===== config.mk =====
export PLATFORM = sky130hd
export DESIGN_NAME = dac_update_ctrl
export DESIGN_NICKNAME = d
export VERILOG_FILES = /design/src/rtl/dac_ctl_pkg.sv /design/src/rtl/dac_frame_rx.sv /design/src/rtl/dac_chan.sv /design/src/rtl/dac_cfg.sv /design/src/rtl/dac_update_ctrl.sv
export SDC_FILE = /design/constraint.sdc
export NUM_CORES = 1
export LEC_CHECK = 0
export ABC_AREA = 1
export CAP_MARGIN = 20
export CORE_ASPECT_RATIO = 0.6
export CORE_MARGIN = 2
export CORE_UTILIZATION = 41
export DETAILED_ROUTE_END_ITERATION = 7
export DONT_BUFFER_PORTS = 1
export GPL_TIMING_DRIVEN = 1
export SETUP_SLACK_MARGIN = 0.15
export SKIP_CTS_REPAIR_TIMING = 1
export SYNTH_ARGS = -nofsm -noshare
export SYNTH_HDL_FRONTEND = slang
export SYNTH_SLANG_ARGS = --single-unit

===== constraint.sdc =====
create_clock -name clk -period 1.5 [get_ports clk]
set_clock_uncertainty 0.1 [all_clocks]
set_input_delay 0.15 -clock clk [delete_from_list [all_inputs] [get_ports clk]]
set_output_delay 0.15 -clock clk [all_outputs]
set_load 0.05 [all_outputs]

===== src/rtl/dac_ctl_pkg.sv =====
package dac_ctl_pkg;
   localparam int LEAD_PAD = 4;
   localparam int CMD_W    = 4;
   localparam int ADDR_W   = 4;
   localparam int DATA_W   = 16;
   localparam int TAIL_PAD = 4;
   localparam int PAYLOAD_W  = CMD_W + ADDR_W + DATA_W;
   localparam int FRAME_BITS = LEAD_PAD + PAYLOAD_W + TAIL_PAD;

   localparam logic [CMD_W-1:0] CMD_WR_IN      = 4'd0;
   localparam logic [CMD_W-1:0] CMD_UPD        = 4'd1;
   localparam logic [CMD_W-1:0] CMD_WR_UPD     = 4'd2;
   localparam logic [CMD_W-1:0] CMD_WR_UPD_ALL = 4'd3;
   localparam logic [CMD_W-1:0] CMD_PWRDN      = 4'd4;
   localparam logic [CMD_W-1:0] CMD_CLR_SEL    = 4'd5;
   localparam logic [CMD_W-1:0] CMD_LD_MASK    = 4'd6;
   localparam logic [CMD_W-1:0] CMD_REF        = 4'd7;

   localparam logic [1:0] CLR_ZERO = 2'd0;
   localparam logic [1:0] CLR_MID  = 2'd1;
   localparam logic [1:0] CLR_FULL = 2'd2;
endpackage


===== src/rtl/dac_frame_rx.sv =====
module dac_frame_rx
   import dac_ctl_pkg::*;
#(
   parameter int SYNC_STAGES = 2
) (
   input  logic                 clk,
   input  logic                 rst_n,
   input  logic                 sclk,
   input  logic                 sync_n,
   input  logic                 din,
   output logic                 frame_vld_o,
   output logic [PAYLOAD_W-1:0] payload_o
);
   localparam int SHREG_W = PAYLOAD_W + TAIL_PAD;
   localparam int CNT_W   = $clog2(FRAME_BITS + 1);

   logic [SYNC_STAGES-1:0] sclk_sy, sync_sy, din_sy;
   logic                   sclk_prev;
   logic [SHREG_W-1:0]     shreg;
   logic [CNT_W-1:0]       cnt;
   logic                   fall, sel_low;

   always_ff @(posedge clk or negedge rst_n) begin
      if (!rst_n) begin
         sclk_sy   <= '1;
         sync_sy   <= '1;
         din_sy    <= '0;
         sclk_prev <= 1'b1;
      end else begin
         sclk_sy   <= {sclk_sy[SYNC_STAGES-2:0], sclk};
         sync_sy   <= {sync_sy[SYNC_STAGES-2:0], sync_n};
         din_sy    <= {din_sy[SYNC_STAGES-2:0], din};
         sclk_prev <= sclk_sy[SYNC_STAGES-1];
      end
   end

   assign fall    = sclk_prev && !sclk_sy[SYNC_STAGES-1];
   assign sel_low = !sync_sy[SYNC_STAGES-1];

   always_ff @(posedge clk or negedge rst_n) begin
      if (!rst_n) begin
         shreg       <= '0;
         cnt         <= '0;
         frame_vld_o <= 1'b0;
      end else begin
         frame_vld_o <= sel_low && fall && (cnt == CNT_W'(FRAME_BITS - 1));
         if (!sel_low) begin
            cnt <= '0;
         end else if (fall && cnt < CNT_W'(FRAME_BITS)) begin
            shreg <= {shreg[SHREG_W-2:0], din_sy[SYNC_STAGES-1]};
            cnt   <= cnt + 1'b1;
         end
      end
   end

   assign payload_o = shreg[SHREG_W-1:TAIL_PAD];

   initial assert (SYNC_STAGES >= 2) else $error("SYNC_STAGES must be at least 2");

   AST_ONE_FRAME_PER_SELECT: assert property (@(posedge clk) disable iff (!rst_n)
      frame_vld_o |=> !frame_vld_o);
endmodule


===== src/rtl/dac_chan.sv =====
module dac_chan
   import dac_ctl_pkg::*;
#(
   parameter int CW    = 16,
   parameter int OUT_W = 16
) (
   input  logic             clk,
   input  logic             rst_n,
   input  logic             wr_i,
   input  logic             upd_i,
   input  logic             clr_i,
   input  logic [1:0]       clr_sel_i,
   input  logic [CW-1:0]    data_i,
   output logic [OUT_W-1:0] code_o
);
   logic [CW-1:0] in_q, dac_q, clr_v;

   always_comb begin
      case (clr_sel_i)
         CLR_MID:  clr_v = {1'b1, {(CW-1){1'b0}}};
         CLR_FULL: clr_v = '1;
         default:  clr_v = '0;
      endcase
   end

   always_ff @(posedge clk or negedge rst_n) begin
      if (!rst_n) begin
         in_q  <= '0;
         dac_q <= '0;
      end else begin
         if (wr_i) in_q <= data_i;
         if (clr_i)      dac_q <= clr_v;
         else if (upd_i) dac_q <= wr_i ? data_i : in_q;
      end
   end

   always_comb begin
      code_o = '0;
      code_o[CW-1:0] = clr_i ? clr_v : dac_q;
   end

   initial assert (CW <= OUT_W && CW >= 2) else $error("channel width out of range");

   AST_LIVE_HOLDS: assert property (@(posedge clk) disable iff (!rst_n)
      (!upd_i && !clr_i) |=> $stable(dac_q));
   AST_STAGE_HOLDS: assert property (@(posedge clk) disable iff (!rst_n)
      !wr_i |=> $stable(in_q));
endmodule


===== src/rtl/dac_cfg.sv =====
module dac_cfg
   import dac_ctl_pkg::*;
#(
   parameter int NCH = 8
) (
   input  logic             clk,
   input  logic             rst_n,
   input  logic             frame_vld_i,
   input  logic [CMD_W-1:0] cmd_i,
   input  logic [9:0]       data_i,
   output logic [NCH-1:0]   ld_mask_o,
   output logic [2*NCH-1:0] pd_mode_o,
   output logic [1:0]       clr_sel_o,
   output logic             ref_en_o
);
   logic armed, known;

   assign known = (cmd_i <= CMD_REF);

   always_ff @(posedge clk or negedge rst_n) begin
      if (!rst_n) begin
         ld_mask_o <= '1;
         pd_mode_o <= '0;
         clr_sel_o <= CLR_ZERO;
         ref_en_o  <= 1'b0;
         armed     <= 1'b1;
      end else if (frame_vld_i && known) begin
         armed <= 1'b0;
         if (cmd_i == CMD_REF)       ref_en_o <= data_i[0];
         else if (armed)             ref_en_o <= 1'b1;
         if (cmd_i == CMD_LD_MASK)   ld_mask_o <= data_i[NCH-1:0];
         if (cmd_i == CMD_CLR_SEL && data_i[1:0] != 2'b11) clr_sel_o <= data_i[1:0];
         if (cmd_i == CMD_PWRDN) begin
            for (int i = 0; i < NCH; i++)
               if (data_i[i]) pd_mode_o[2*i +: 2] <= data_i[9:8];
         end
      end
   end

   AST_REF_STICKS: assert property (@(posedge clk) disable iff (!rst_n)
      (ref_en_o && !(frame_vld_i && cmd_i == CMD_REF)) |=> ref_en_o);
   AST_MODES_HOLD: assert property (@(posedge clk) disable iff (!rst_n)
      !(frame_vld_i && cmd_i == CMD_PWRDN) |=> $stable(pd_mode_o));
endmodule


===== src/rtl/dac_update_ctrl.sv =====
module dac_update_ctrl
   import dac_ctl_pkg::*;
#(
   parameter int                NCH         = 8,
   parameter int                CODE_W      = 16,
   parameter int                NARROW_W    = 12,
   parameter logic [NCH-1:0]    WIDE_MASK   = 8'b1100_0011,
   parameter int                SYNC_STAGES = 2
) (
   input  logic                  clk,
   input  logic                  rst_n,
   input  logic                  sclk,
   input  logic                  sync_n,
   input  logic                  din,
   input  logic                  ldac_n,
   input  logic                  clr_n,
   output logic [NCH*CODE_W-1:0] dac_code_o,
   output logic [2*NCH-1:0]      pd_mode_o,
   output logic                  ref_en_o
);
   localparam logic [ADDR_W-1:0] ADDR_ALL = '1;

   logic                 frame_vld;
   logic [PAYLOAD_W-1:0] payload;
   logic [CMD_W-1:0]     f_cmd;
   logic [ADDR_W-1:0]    f_addr;
   logic [DATA_W-1:0]    f_data;
   logic [NCH-1:0]       ld_mask;
   logic [1:0]           clr_sel;
   logic                 is_wr, is_upd_one, is_upd_all;

   dac_frame_rx #(.SYNC_STAGES(SYNC_STAGES)) u_rx (
      .clk(clk), .rst_n(rst_n), .sclk(sclk), .sync_n(sync_n), .din(din),
      .frame_vld_o(frame_vld), .payload_o(payload));

   assign {f_cmd, f_addr, f_data} = payload;

   assign is_wr      = frame_vld && (f_cmd == CMD_WR_IN || f_cmd == CMD_WR_UPD ||
                                     f_cmd == CMD_WR_UPD_ALL);
   assign is_upd_one = frame_vld && (f_cmd == CMD_UPD || f_cmd == CMD_WR_UPD);
   assign is_upd_all = frame_vld && (f_cmd == CMD_WR_UPD_ALL);

   dac_cfg #(.NCH(NCH)) u_cfg (
      .clk(clk), .rst_n(rst_n), .frame_vld_i(frame_vld), .cmd_i(f_cmd),
      .data_i(f_data[9:0]), .ld_mask_o(ld_mask), .pd_mode_o(pd_mode_o),
      .clr_sel_o(clr_sel), .ref_en_o(ref_en_o));

   for (genvar i = 0; i < NCH; i++) begin : g_ch
      localparam int CW = WIDE_MASK[i] ? CODE_W : NARROW_W;
      logic addressed, wr, upd;

      assign addressed = (f_addr == ADDR_ALL) || (f_addr == ADDR_W'(i));
      assign wr  = is_wr && addressed;
      assign upd = (is_upd_one && addressed) || is_upd_all || (!ldac_n && ld_mask[i]);

      dac_chan #(.CW(CW), .OUT_W(CODE_W)) u_chan (
         .clk(clk), .rst_n(rst_n), .wr_i(wr), .upd_i(upd), .clr_i(!clr_n),
         .clr_sel_i(clr_sel), .data_i(f_data[DATA_W-1 -: CW]),
         .code_o(dac_code_o[i*CODE_W +: CODE_W]));
   end

   initial begin
      assert (NCH >= 1 && NCH <= 8) else $error("NCH must be 1..8");
      assert (CODE_W == DATA_W) else $error("CODE_W must match the data field");
      assert (NARROW_W <= CODE_W) else $error("NARROW_W exceeds CODE_W");
   end

   AST_CLEAR_STEADY: assert property (@(posedge clk) disable iff (!rst_n)
      (!clr_n && $past(!clr_n) && $stable(clr_sel)) |-> $stable(dac_code_o));
   AST_UNKNOWN_IDLE: assert property (@(posedge clk) disable iff (!rst_n)
      (frame_vld && f_cmd[CMD_W-1]) |=> ($stable(pd_mode_o) && $stable(ref_en_o)));
endmodule


==> impl_metrics.tcl <==
set metrics [dict create \
    timing.fmax_ghz 0.475 \
    gp_congestion 0.793 \
    setup_viol 362 \
    tns_ns -112.52 \
    vias_per_cell 5.17 \
    path_clk_slew_ns 0.07 \
    synth_xor_area_share_pct 0.128 \
    powerDensity_mw_per_mm2 920 \
    dp_slack_ns -0.332 \
    die_area_mm2 0.0350 \
    outcome "complete, but fails checks" \
    hpwl_um 24700 \
    layout.nets 1886 \
    reg2reg_depth 10 \
    wl_um 42300 \
    first_iter_violations 1187 \
    synthesis.area_mm2 0.0137 \
    cp_slowest_cell "dfrtp_1" \
    rows 51 \
    syn_to_final_growth_pct 52.9 \
    ant_nets 0 \
    slew_viol_final 0 \
    finalHoldViolations 406 \
    rsz0062_at_grt "yes" \
    r2r_start "u_rx.shreg[24]" \
    placed_cell_area_mm2 0.0172 \
    drv_cap 0 \
    die_height_um 146 \
    track_usage_pct 21.9 \
    clkSinkCount 294 \
    critPathTopFamily "flip-flops" \
    stdcell_area_mm2 0.0210 \
    startpoint "u_cfg.clr_sel_o[1]" \
    vias 12166 \
    slowest_delay_ns 0.41 \
    grt_overflow 0 \
    synth_cell_types 30 \
    clock_latency_ns 0.58 \
    hold_class "input port to asynchronous set/reset pin" \
    cts_tree "done" \
    numCtsBuffers 30 \
    io_buffers 0 \
    syn_inst 1701 \
    violations "hold timing, setup timing" \
    grt_max_degree 295 \
    drc 0 \
    clock_path_buffers 3 \
    chipWidth_um 240 \
    synth_compound_gate_area_share_pct 7.45 \
    min_period_ns 2.10 \
    antenna_found_initial 0 \
    wl_per_cell_um 18.0 \
    dr.pass1.iters 5 \
    crit_path_end_kind "output port" \
    fin_crit_sh_pct 140 \
    pin_count 152 \
    synth_adder_area_share_pct 0.182 \
    crit_end "dac_code_o[28]" \
    finalPower_mw 19.3 \
    antennaDiodeCount 0 \
    htreeDepth 1 \
    multi_input_area_mm2 0.00811 \
    cp-start-kind "register" \
    rrSetupSlack_ns -0.31 \
    grt_pass1_wl_um 61600 \
    cp_max_fo 8 \
    cts_root_buf "clkbuf_16" \
    crit-reg2reg-capture "g_ch[0].u_chan.dac_q[13]" \
    core_region_area_mm2 0.0327 \
    synth_top_family_by_area "simple AND/OR/NAND/NOR gates" \
    ir_drop_uv 868 \
    cp_data_required_time_ns 1.25 \
    start_util_pct 42.0 \
    seq_area_mm2 0.00738 \
    yosysWarningCount 0 \
    worst_slack_ns -0.604 \
    ys_ff_latch 294 \
    cp_num_buf_inv 2 \
    path_class "register to output port" \
    path_cells "ha_4 -> nand2_8 -> buf_16 -> buf_16 -> nand2_8" \
    holdWs_ns -0.835 \
    fin_util_pct 64.3 \
    grt_pass1_vias 11389 \
    critPathArrivalTime_ns 1.85 \
    drive_gt1_share_pct 37.5 \
    fillers 2592 \
    ys_seq_area_share_pct 53.7 \
    synth.area.mux_share_pct 0 \
    leakage_nw 9.63 \
    path_depth 5 \
    synth-simple-area-share_pct 30.3 \
    synth.avg_cell_area_um2 8.07 \
]
how the worst min path moves through the flow:
stage | cells past startpoint | startpoint | endpoint | slack, ns
6_report | 0 | rst_n | g_ch[7].u_chan.in_q[9] | -0.83
2_1_floorplan | 0 | rst_n | g_ch[0].u_chan.dac_q[0] | -0.25
4_1_cts | 0 | rst_n | g_ch[6].u_chan.dac_q[9] | -0.85
5_1_grt | 0 | rst_n | g_ch[7].u_chan.in_q[8] | -0.85
3_3_place_gp | 0 | rst_n | g_ch[7].u_chan.dac_q[9] | -0.23
3_5_place_dp | 0 | rst_n | g_ch[7].u_chan.dac_q[9] | -0.23
through the flow:
| stage | hold WS (ns) | cells |
|---|---|---|
| 6_report | -0.835 | 2351 |
| 2_1_floorplan | -0.246 | 1716 |
| 5_1_grt | -0.853 | 2351 |
| 4_1_cts | -0.849 | 2300 |
| 3_5_place_dp | -0.233 | 2244 |
| 3_3_place_gp | -0.231 | 2244 |
flip-flops by register name (all words and copies together), names as in the netlist:
signal	count
g_ch.u_chan.dac_q	112
g_ch.u_chan.in_q	112
u_cfg.armed	1
u_cfg.clr_sel_o	2
u_cfg.ld_mask_o	8
u_cfg.pd_mode_o	16
u_cfg.ref_en_o	1
u_rx.cnt	6
u_rx.din_sy	2
u_rx.frame_vld_o	1
u_rx.sclk_prev	1
u_rx.sclk_sy	2
u_rx.shreg	28
u_rx.sync_sy	2
cells by family after synthesis:
logic type | count (synthesis)
xor+xnor | 2
buf+inv | 268
fa+ha+maj | 2
compound gates | 195
flops | 294
other cells | 1
simple gates | 939
synth_stat cells:
library cell / number / area share [%]
inv_2: 7 / 0.19
nand2_1: 415 / 11
a21oi_4: 2 / 0.24
o31ai_1: 1 / 0.055
nand2_2: 15 / 0.68
nor2_1: 153 / 4.2
nor3_2: 1 / 0.073
dfrtp_1: 280 / 51
buf_4: 19 / 1.0
o21ai_0: 30 / 1.1
dfstp_2: 14 / 2.7
xnor2_1: 2 / 0.13
conb_1: 1 / 0.027
inv_1: 140 / 3.8
a32o_1: 2 / 0.15
nor3_1: 8 / 0.29
o22ai_1: 1 / 0.046
ha_1: 2 / 0.18
nand3_1: 231 / 8.4
o2111ai_1: 1 / 0.064
nand3_2: 1 / 0.073
buf_2: 35 / 1.3
nor2_2: 2 / 0.091
buf_1: 15 / 0.41
clkbuf_1: 42 / 1.1
and2_1: 112 / 5.1
a21oi_1: 156 / 5.7
a21oi_2: 2 / 0.13
clkinv_1: 10 / 0.27
nor2_4: 1 / 0.082
layout by cell type, fill, tap and decap left out, drive strengths merged:
cell         netlist  layout
nand2            430     433
dfrtp            280     280
nand3            232     232
buf               69     219
a21oi            160     160
nor2             156     156
inv              147     147
and2             112     112
clkbuf            42      55
o21ai             30      30
conb               1      16
clkinv            10      15
dfstp             14      14
nor3               9       9
bufinv             0       8
clkinvlp           0       3
dlygate4sd3        0       3
a32o               2       2
xnor2              2       2
ha                 2       2
o2111ai            1       1
o22ai              1       1
o31ai              1       1
final cells by class:
class / count / area share (%)
multi-input combinational: 1157 / 38.6
tap: 450 / 2.68
clock inverter: 16 / 1.48
inverter: 157 / 2.88
timing repair buffer: 237 / 15.2
clock buffer: 40 / 4.04
sequential: 294 / 35.1
routing by layer:
metal / vias up / part of all wire [%] / global-route usage, %
li1: 5729 / - / -
met1: 6063 / 46 / 33.1
met2: 316 / 47 / 33.5
met3: 58 / 4.9 / 2.77
met4: 0 / 1.7 / 4.63
met5: - / 0 / 0
where the power goes:
| group | switching, mW | leakage [nW] | total [mW] | internal [mW] |
|---|---|---|---|---|
| registers | 0.176 | 3.88 | 8.38 | 8.20 |
| clock network | 3.38 | 0.557 | 8.75 | 5.37 |
| logic | 1.47 | 5.20 | 2.21 | 0.735 |
| total | 5.03 | 9.63 | 19.3 | 14.3 |
Note: power is estimated with default switching activity, not from simulation.
